--- src/rtl/pc_seq_pkg.sv ---
package pc_seq_pkg;

  typedef enum logic [2:0] {
    SEL_SEQ  = 3'd0,
    SEL_BEQ  = 3'd1,
    SEL_BNE  = 3'd2,
    SEL_JABS = 3'd3,
    SEL_JREG = 3'd4
  } pcSelE;

  typedef struct packed {
    logic ldReset;
    logic ldIll;
    logic ldIrq;
    logic ldBranch;
    logic ldJump;
    logic ldReg;
  } pcStrobeT;

endpackage

--- src/rtl/pc_seq_ctrl.sv ---
module pc_seq_ctrl
  import pc_seq_pkg::*;
(
  input  logic       clk,
  input  logic       rst,
  input  logic [2:0] pcSel,
  input  logic       aluZero,
  input  logic       irq,
  input  logic       illegalOp,
  output pcStrobeT   strb
);

  always_comb begin
    strb = '0;
    if (rst) begin
      strb.ldReset = 1'b1;
    end else if (illegalOp) begin
      strb.ldIll = 1'b1;
    end else if (irq) begin
      strb.ldIrq = 1'b1;
    end else begin
      case (pcSelE'(pcSel))
        SEL_BEQ:  strb.ldBranch = aluZero;
        SEL_BNE:  strb.ldBranch = !aluZero;
        SEL_JABS: strb.ldJump   = 1'b1;
        SEL_JREG: strb.ldReg    = 1'b1;
        default:  strb          = '0;
      endcase
    end
  end

  AST_RESET_WINS: assert property (@(posedge clk)
    rst |-> (strb.ldReset && !strb.ldIll && !strb.ldIrq && !strb.ldBranch && !strb.ldJump && !strb.ldReg));

  AST_ONE_SOURCE: assert property (@(posedge clk) disable iff (rst)
    $onehot0(strb));

  AST_BEQ_FLAG: assert property (@(posedge clk) disable iff (rst)
    (pcSel == 3'd1 && !irq && !illegalOp) |-> (strb.ldBranch == aluZero));

  AST_BNE_FLAG: assert property (@(posedge clk) disable iff (rst)
    (pcSel == 3'd2 && !irq && !illegalOp) |-> (strb.ldBranch != aluZero));

  AST_IRQ_OVER_DECODE: assert property (@(posedge clk) disable iff (rst)
    (irq && !illegalOp) |-> !(strb.ldBranch || strb.ldJump || strb.ldReg));

  AST_ILL_OVER_IRQ: assert property (@(posedge clk) disable iff (rst)
    illegalOp |-> (strb.ldIll && !strb.ldIrq));

endmodule

--- src/rtl/pc_seq_dp.sv ---
module pc_seq_dp
  import pc_seq_pkg::*;
#(
  parameter int          XLEN      = 32,
  parameter int          OFF_W     = 16,
  parameter int          JF_W      = 26,
  parameter logic [31:0] RESET_VEC = 32'h0000_0000,
  parameter logic [31:0] IRQ_VEC   = 32'h0000_0040,
  parameter logic [31:0] ILL_VEC   = 32'h0000_0080
) (
  input  logic             clk,
  input  logic             rst,
  input  pcStrobeT         strb,
  input  logic [OFF_W-1:0] brOffset,
  input  logic [JF_W-1:0]  jumpField,
  input  logic [XLEN-1:0]  regTarget,
  output logic [XLEN-1:0]  pc,
  output logic [XLEN-1:0]  pcPlus4
);

  localparam int HI_W  = XLEN - JF_W - 2;
  localparam int EXT_W = XLEN - OFF_W - 2;

  logic [XLEN-1:0] pcReg;
  logic [XLEN-1:0] brTarget;
  logic [XLEN-1:0] jTarget;
  logic [XLEN-1:0] rTarget;
  logic [XLEN-1:0] pcNext;

  assign pcPlus4  = pcReg + XLEN'(4);
  assign brTarget = pcPlus4 + {{EXT_W{brOffset[OFF_W-1]}}, brOffset, 2'b00};
  assign jTarget  = {pcPlus4[XLEN-1 -: HI_W], jumpField, 2'b00};
  assign rTarget  = {regTarget[XLEN-1:2], 2'b00};

  always_comb begin
    if (strb.ldReset)       pcNext = XLEN'(RESET_VEC);
    else if (strb.ldIll)    pcNext = XLEN'(ILL_VEC);
    else if (strb.ldIrq)    pcNext = XLEN'(IRQ_VEC);
    else if (strb.ldBranch) pcNext = brTarget;
    else if (strb.ldJump)   pcNext = jTarget;
    else if (strb.ldReg)    pcNext = rTarget;
    else                    pcNext = pcPlus4;
  end

  always_ff @(posedge clk) begin
    pcReg <= pcNext;
  end

  assign pc = pcReg;

  AST_BOOT_ADDR: assert property (@(posedge clk)
    rst |=> (pc == XLEN'(RESET_VEC)));

  AST_STEP_FOUR: assert property (@(posedge clk) disable iff (rst)
    (strb == '0) |=> (pc == $past(pc) + XLEN'(4)));

  AST_IRQ_ADDR: assert property (@(posedge clk) disable iff (rst)
    strb.ldIrq |=> (pc == XLEN'(IRQ_VEC)));

  AST_ILL_ADDR: assert property (@(posedge clk) disable iff (rst)
    strb.ldIll |=> (pc == XLEN'(ILL_VEC)));

  AST_WORD_ALIGN: assert property (@(posedge clk) disable iff (rst)
    (pc[1:0] == 2'b00));

endmodule

--- src/rtl/fetch_pc_sequencer.sv ---
module fetch_pc_sequencer
  import pc_seq_pkg::*;
#(
  parameter int          XLEN      = 32,
  parameter int          OFF_W     = 16,
  parameter int          JF_W      = 26,
  parameter logic [31:0] RESET_VEC = 32'h0000_0000,
  parameter logic [31:0] IRQ_VEC   = 32'h0000_0040,
  parameter logic [31:0] ILL_VEC   = 32'h0000_0080
) (
  input  logic             clk,
  input  logic             rst,
  input  logic [2:0]       pcSel,
  input  logic             aluZero,
  input  logic             irq,
  input  logic             illegalOp,
  input  logic [OFF_W-1:0] brOffset,
  input  logic [JF_W-1:0]  jumpField,
  input  logic [XLEN-1:0]  regTarget,
  output logic [XLEN-1:0]  pc,
  output logic [XLEN-1:0]  pcPlus4
);

  pcStrobeT strb;

  pc_seq_ctrl u_ctrl (
    .clk       (clk),
    .rst       (rst),
    .pcSel     (pcSel),
    .aluZero   (aluZero),
    .irq       (irq),
    .illegalOp (illegalOp),
    .strb      (strb)
  );

  pc_seq_dp #(
    .XLEN      (XLEN),
    .OFF_W     (OFF_W),
    .JF_W      (JF_W),
    .RESET_VEC (RESET_VEC),
    .IRQ_VEC   (IRQ_VEC),
    .ILL_VEC   (ILL_VEC)
  ) u_dp (
    .clk       (clk),
    .rst       (rst),
    .strb      (strb),
    .brOffset  (brOffset),
    .jumpField (jumpField),
    .regTarget (regTarget),
    .pc        (pc),
    .pcPlus4   (pcPlus4)
  );

endmodule

--- config.mk ---
export PLATFORM = sky130hd
export DESIGN_NAME = fetch_pc_sequencer
export DESIGN_NICKNAME = d
export VERILOG_FILES = /design/src/rtl/pc_seq_pkg.sv /design/src/rtl/pc_seq_ctrl.sv /design/src/rtl/pc_seq_dp.sv /design/src/rtl/fetch_pc_sequencer.sv
export SDC_FILE = /design/constraint.sdc
export NUM_CORES = 1
export LEC_CHECK = 0
export ABC_AREA = 1
export BUFFER_PORTS_ARGS = -buffer_cell sky130_fd_sc_hd__buf_2
export CAP_MARGIN = 20
export CORE_MARGIN = 3
export CORE_UTILIZATION = 35
export CTS_CLUSTER_SIZE = 10
export DETAILED_ROUTE_END_ITERATION = 7
export GPL_TIMING_DRIVEN = 1
export HOLD_SLACK_MARGIN = 0.12
export MAX_ROUTING_LAYER = met4
export SETUP_SLACK_MARGIN = 0.15
export SYNTH_ARGS = -nofsm -noshare
export SYNTH_HDL_FRONTEND = slang
export SYNTH_SLANG_ARGS = --single-unit
export TNS_END_PERCENT = 20
--- constraint.sdc ---
create_clock -name clk -period 3 [get_ports clk]
set_clock_uncertainty 0.15 [all_clocks]
set_input_delay 0.6 -clock clk [delete_from_list [all_inputs] [get_ports clk]]
set_output_delay 0.6 -clock clk [all_outputs]
set_load 0.01 [all_outputs]
Yosys cells after proc, flatten, opt, wreduce, memory -nomap -nowiden
Index checks and enable logic that the tools add are counted.

Output and inout port bits: 64. Word-level logic and storage cells: 26. Bits in registers: 32. Bits of input ports: 82.

Reduce and logical (&&, ||, !) cells: 3. Muxes and demuxes: 14. Equality and inequality tests: 4. Add/sub/neg operators: 2.

Operators with widths (number): two-way mux 32 bit (3); adder 32 x 3 -> 32 bit (second input constant) (1); adder 32 bit (1); two-way mux 8 bit (2); equality test 3 x 2 -> 1 bit (second input constant) (2); two-way mux 1 bit (5); two-way mux 5 bit (1); two-way mux 4 bit (1); equality test 3 x 1 -> 1 bit (second input constant) (1); equality test 3 bit (second input constant) (1); two-way mux 3 bit (1); OR reduction 3 bit (1); one-hot mux 1 bit (2 select lines) (1); OR reduction 2 bit (1); zero test 1 bit (1).

Depth between registers and ports, before layout
Word-level depth: 10. Gate-level depth with buffers: 22. Depth with buffers taken out: 22.

By module
Synthesis repeated with hierarchy kept, for this count alone.

Cell total of the unflattened synthesis: 812. Area total of the unflattened synthesis: 4658.2 sq um.

Modules (own cells, without submodules): pc_seq_dp (area each 4560.6 sq um, instances 1, cells each 791, sequential area each 640.6 sq um); pc_seq_ctrl (area each 97.6 sq um, instances 1, cells each 21, sequential area each 0.0 sq um).

Worst setup path after synthesis
Ideal clock, no wire load.

Path type: register to register. From: reg u_dp.pcReg[2], in the netlist u_dp.pc[2]. To: reg u_dp.pcReg[31], in the netlist u_dp.pc[31]. Period minus slack after synthesis: 2.848 ns. Slack: 0.152 ns. Buffers on the path: 0. Library setup time: 0.132 ns. Data required time: 2.718 ns. Cell stages (with the launch flop): 20. Arrival time: 2.566 ns. Path through: dfxtp_1 > ha_1 > nand2_1 > nor2_4 > nand2_1 > nor2_4 > nand2_2 > nor2_1 > xor2_1 > inv_1 > ha_1 > nand2_1 > nor2_1 > and2_1 > and3_1 > nand2_1 > nand2_1 > nand2_1 > nand3_1 > a21oi_1.

Elaborated cells on any way between the ends: 5. Those cells by class: add/sub: 2; mux: 3.

RTL lines: start, declared (line pc_seq_dp.sv:24) `logic [XLEN-1:0] pcReg;`; start signal, assigned (line pc_seq_dp.sv:46) `pcReg <= pcNext;`; adder 32 x 3 -> 32 bit (line pc_seq_dp.sv:30) `assign pcPlus4 = pcReg + XLEN'(4);`; net pcPlus4[30] (line fetch_pc_sequencer.sv:21) `output logic [XLEN-1:0] pcPlus4`; adder 32 bit (line pc_seq_dp.sv:31) `assign brTarget = pcPlus4 + {{EXT_W{brOffset[OFF_W-1]}}, brOffset, 2'b00};`; two-way mux 32 bit (line pc_seq_dp.sv:39) `else if (strb.ldBranch) pcNext = brTarget;`.

The timed path passes the listed nets, and every way through them passes these cells. A chain may end at the register's enable or synchronous reset.

Worst setup path in the final report
From: reg u_dp.pcReg[2], in the netlist u_dp.pc[2]. To: reg u_dp.pcReg[24], in the netlist u_dp.pc[24].

Longest elaborated chain between the ends: 4. Elaborated cells on any way between the ends: 5. Those cells by class: add/sub: 2; mux: 3.

RTL lines (line): adder 32 x 3 -> 32 bit * (pc_seq_dp.sv:30); parallel branches: the longest is 2 deep, another holds adder 32 bit; two-way mux 32 bit * (pc_seq_dp.sv:39).

Mark *: on every way between the ends.

==> flow_metrics.py <==
metrics = {
    "critical_path": {
        "rrSetupSlack_ps": 80,
        "cp_max_fo": 4,
        "crit_type": "flop to flop",
        "r2r_cells": 17,
        "cp.arrival_ps": 2980,
        "critPathRequiredTime_ps": 3060,
        "cp-start-kind": "flop",
        "endpoint_kind": "flop",
        "r2r_start": "u_dp.pc[2]",
        "r2r_end": "u_dp.pc[24]",
    },
    "global_route": {
        "grt_pass1_wl_um": 29100,
        "first_global_vias": 5653,
        "grt_overflow": 0,
        "grt_start_max_net_pins": 38,
        "track_usage_pct": 25.5,
        "antenna_found_initial": 0,
    },
    "place": {
        "post-place-ws_ps": -115,
        "hpwl_um": 15100,
        "place_congestion": 0.969,
        "port_buffers": 143,
        "dp.cells": 1235,
        "placed_area_um2": 6180,
    },
    "hold_path": {
        "hp-class": "flop to flop",
        "min_delay_path_depth": 2,
    },
    "job": {
        "drv_cap": 0,
    },
    "route": {
        "vias": 6116,
        "vias_per_cell": 4.88,
        "firstDrtPassIters": 5,
        "drc_errors": 0,
        "drt_iter0_drc": 314,
        "wl_um": 19100,
        "final_antenna_net_count": 0,
        "wl_per_cell_um": 15.3,
    },
    "yosys": {
        "yosysWarnings": 0,
        "synth_top_area_share_pct": 23.2,
        "synth-seq-cells": 32,
        "synth-main-ff-cell": "dfxtp_1",
        "synth_area_leaders": "nand2_1 23%, dfxtp_1 14%, inv_1 9.6%",
        "yosysSeqAreaShare_pct": 13.5,
        "yosysMostFrequentCell": "nand2_1",
        "synth.lib_cells_used.distinct": 34,
        "yosys-top-cells-count": "293 x nand2_1, 121 x inv_1, 85 x nor2_1, 62 x a21oi_1, 62 x nand3_1",
        "synthCells": 856,
        "syn-cell-area_um2": 4730,
        "ys_async_sr_fraction_pct": 0,
        "postSynthAreaPerCell_um2": 5.53,
        "synth_top_area_cell": "nand2_1",
        "synth.net_count": 975,
        "synth_edf_count": 0,
    },
    "clocking": {
        "insertion_delay_ps": 280,
        "htree_levels": 2,
        "hold_buffers": 0,
        "cts_tree": "built",
        "cts_made_buffers": 5,
        "path_clk_slew_ps": 50,
        "cts_root_buf": "clkbuf_16",
        "cts_buffer_depth": 2,
        "clock_sinks": 32,
    },
    "timing": {
        "finalWorstSetupSlack_ps": 82.2,
        "rsz0062_at_grt": "true",
        "finalSetupViolCount": 0,
        "post-route-min-period_ps": 2920,
        "hold_viol": 0,
        "fmax_mhz": 343,
        "slew_viol_final": 0,
        "fin_crit_sh_pct": 97.3,
        "slew_headroom_pct": 42.7,
        "worst_pin_slew_ps": 860,
        "tns_ps": 0,
    },
    "floorplanning": {
        "fp.dieArea_um2": 14900,
        "initial_core_util_pct": 36.6,
        "row_count": 41,
        "ioPinCount": 146,
        "die_w_um": 122,
        "die-height_um": 122,
        "core_area_um2": 12900,
    },
    "cells_and_area": {
        "multi_input_area_um2": 4350,
        "instances_no_fill": 1253,
        "diodes": 0,
        "fin_area_um2": 7270,
        "regArea_um2": 652,
        "n_fill_cell": 1373,
        "final_nets": 1199,
        "drive_gt1_share_pct": 38.6,
        "area_delta_synth_final_pct": 53.7,
        "largest_reg_flops": 30,
    },
    "run_status": {
        "outcome": "finished clean",
    },
    "power_and_ir_drop": {
        "power.density_nw_per_um2": 182,
        "peakVddDrop_uv": 156,
        "finalPower_mw": 1.32,
        "power_leakage_nw": 3.89,
    },
}
-- through the flow --
step                      hold slack (ps)  util [%]
final                                 330      56.2
after floorplan                       338         -
after CTS                             330      52.2
after global placement                321      47.8
after global routing                  340      56.2
after detailed placement              321      47.8
-- worst max-delay path by stage --
stage | startpoint | to | slack, ps | depth (start not counted)
finish | u_dp.pc[2] | u_dp.pc[24] | 80 | 17
global route | u_dp.pc[2] | u_dp.pc[24] | -70 | 17
CTS | u_dp.pc[3] | u_dp.pc[28] | 110 | 19
detailed placement | u_dp.pc[2] | u_dp.pc[27] | -110 | 17
global placement | u_dp.pc[2] | u_dp.pc[27] | -80 | 17
floorplan | u_dp.pc[2] | u_dp.pc[31] | 150 | 19
-- logic make-up (layout without fill, tap and decap cells) --
| group | Yosys count | after routing | share of synthesized area (%) |
|---|---|---|---|
| DFF | 32 | 32 | 13.5 |
| AOI/OAI and AO/OA | 121 | 121 | 13.8 |
| buffers and inverters | 144 | 369 | 12.1 |
| adders and majority gates | 37 | 37 | 9.94 |
| and+or+nand+nor | 489 | 489 | 43.7 |
| xor gates and xnor gates | 33 | 33 | 6.90 |
-- routing by layer --
metal	up-vias	share of wire, %	track usage [%]
met5	-	0	-
met2	239	48	43.8
met1	2694	42	32.0
met4	0	3.0	6.58
li1	3150	-	-
met3	33	6.5	3.00
-- worst max-delay path, cell delays in order (launching register included) --
cell and delay, ps:
dfxtp_2 350, buf_4 130, inv_2 50, nor2_4 220, nand2_4 110, nor2_8 170
nand2_2 80, xnor2_2 130, buf_4 170, ha_1 320, nand2_2 90, nor2_2 180
nand2_1 100, nor2_1 110, nand2_1 80, nand4_1 100, nand3_1 140, a21oi_1 180
-- layout by cell type, fill, tap and decap left out, types with 6 or more instances in the layout --
cell     instances
a21o_1           7
a21oi_1         42
a21oi_2         20
buf_2          142
buf_4           90
dfxtp_1         23
dfxtp_2          9
ha_1            12
ha_4            24
inv_1          114
inv_2           10
nand2_1        266
nand2_2         27
nand2_4          7
nand3_1         53
nand3_2          9
nand4_1         11
nor2_1          60
nor2_2          20
nor2_4          17
o21ai_0         31
o21ai_1          6
xnor2_2          6
xor2_1          12
xor2_2           7
-- power breakdown --
part	leakage, nW	internal (mW)	switching [mW]	total, mW
registers	0.263	0.430	0.00460	0.434
logic	3.55	0.163	0.204	0.367
clock network	0.0712	0.331	0.191	0.522
total	3.89	0.924	0.400	1.32
-- layout make-up --
type / instances / area share, %
clock buffers: 8 / 2.01
inverters: 125 / 6.45
multi-input cells: 680 / 59.8
flip-flops and latches: 32 / 8.97
well taps: 172 / 2.96
repair buffers: 236 / 19.8
-- repair_timing --
action / 4_1_cts / 5_1_grt
setup buffers: 5 / 5
setup endpoints to repair: 20 / 23
gates resized for setup: 76 / 101
pin swaps: 30 / 43
Power figures use the tool's default switching activity.
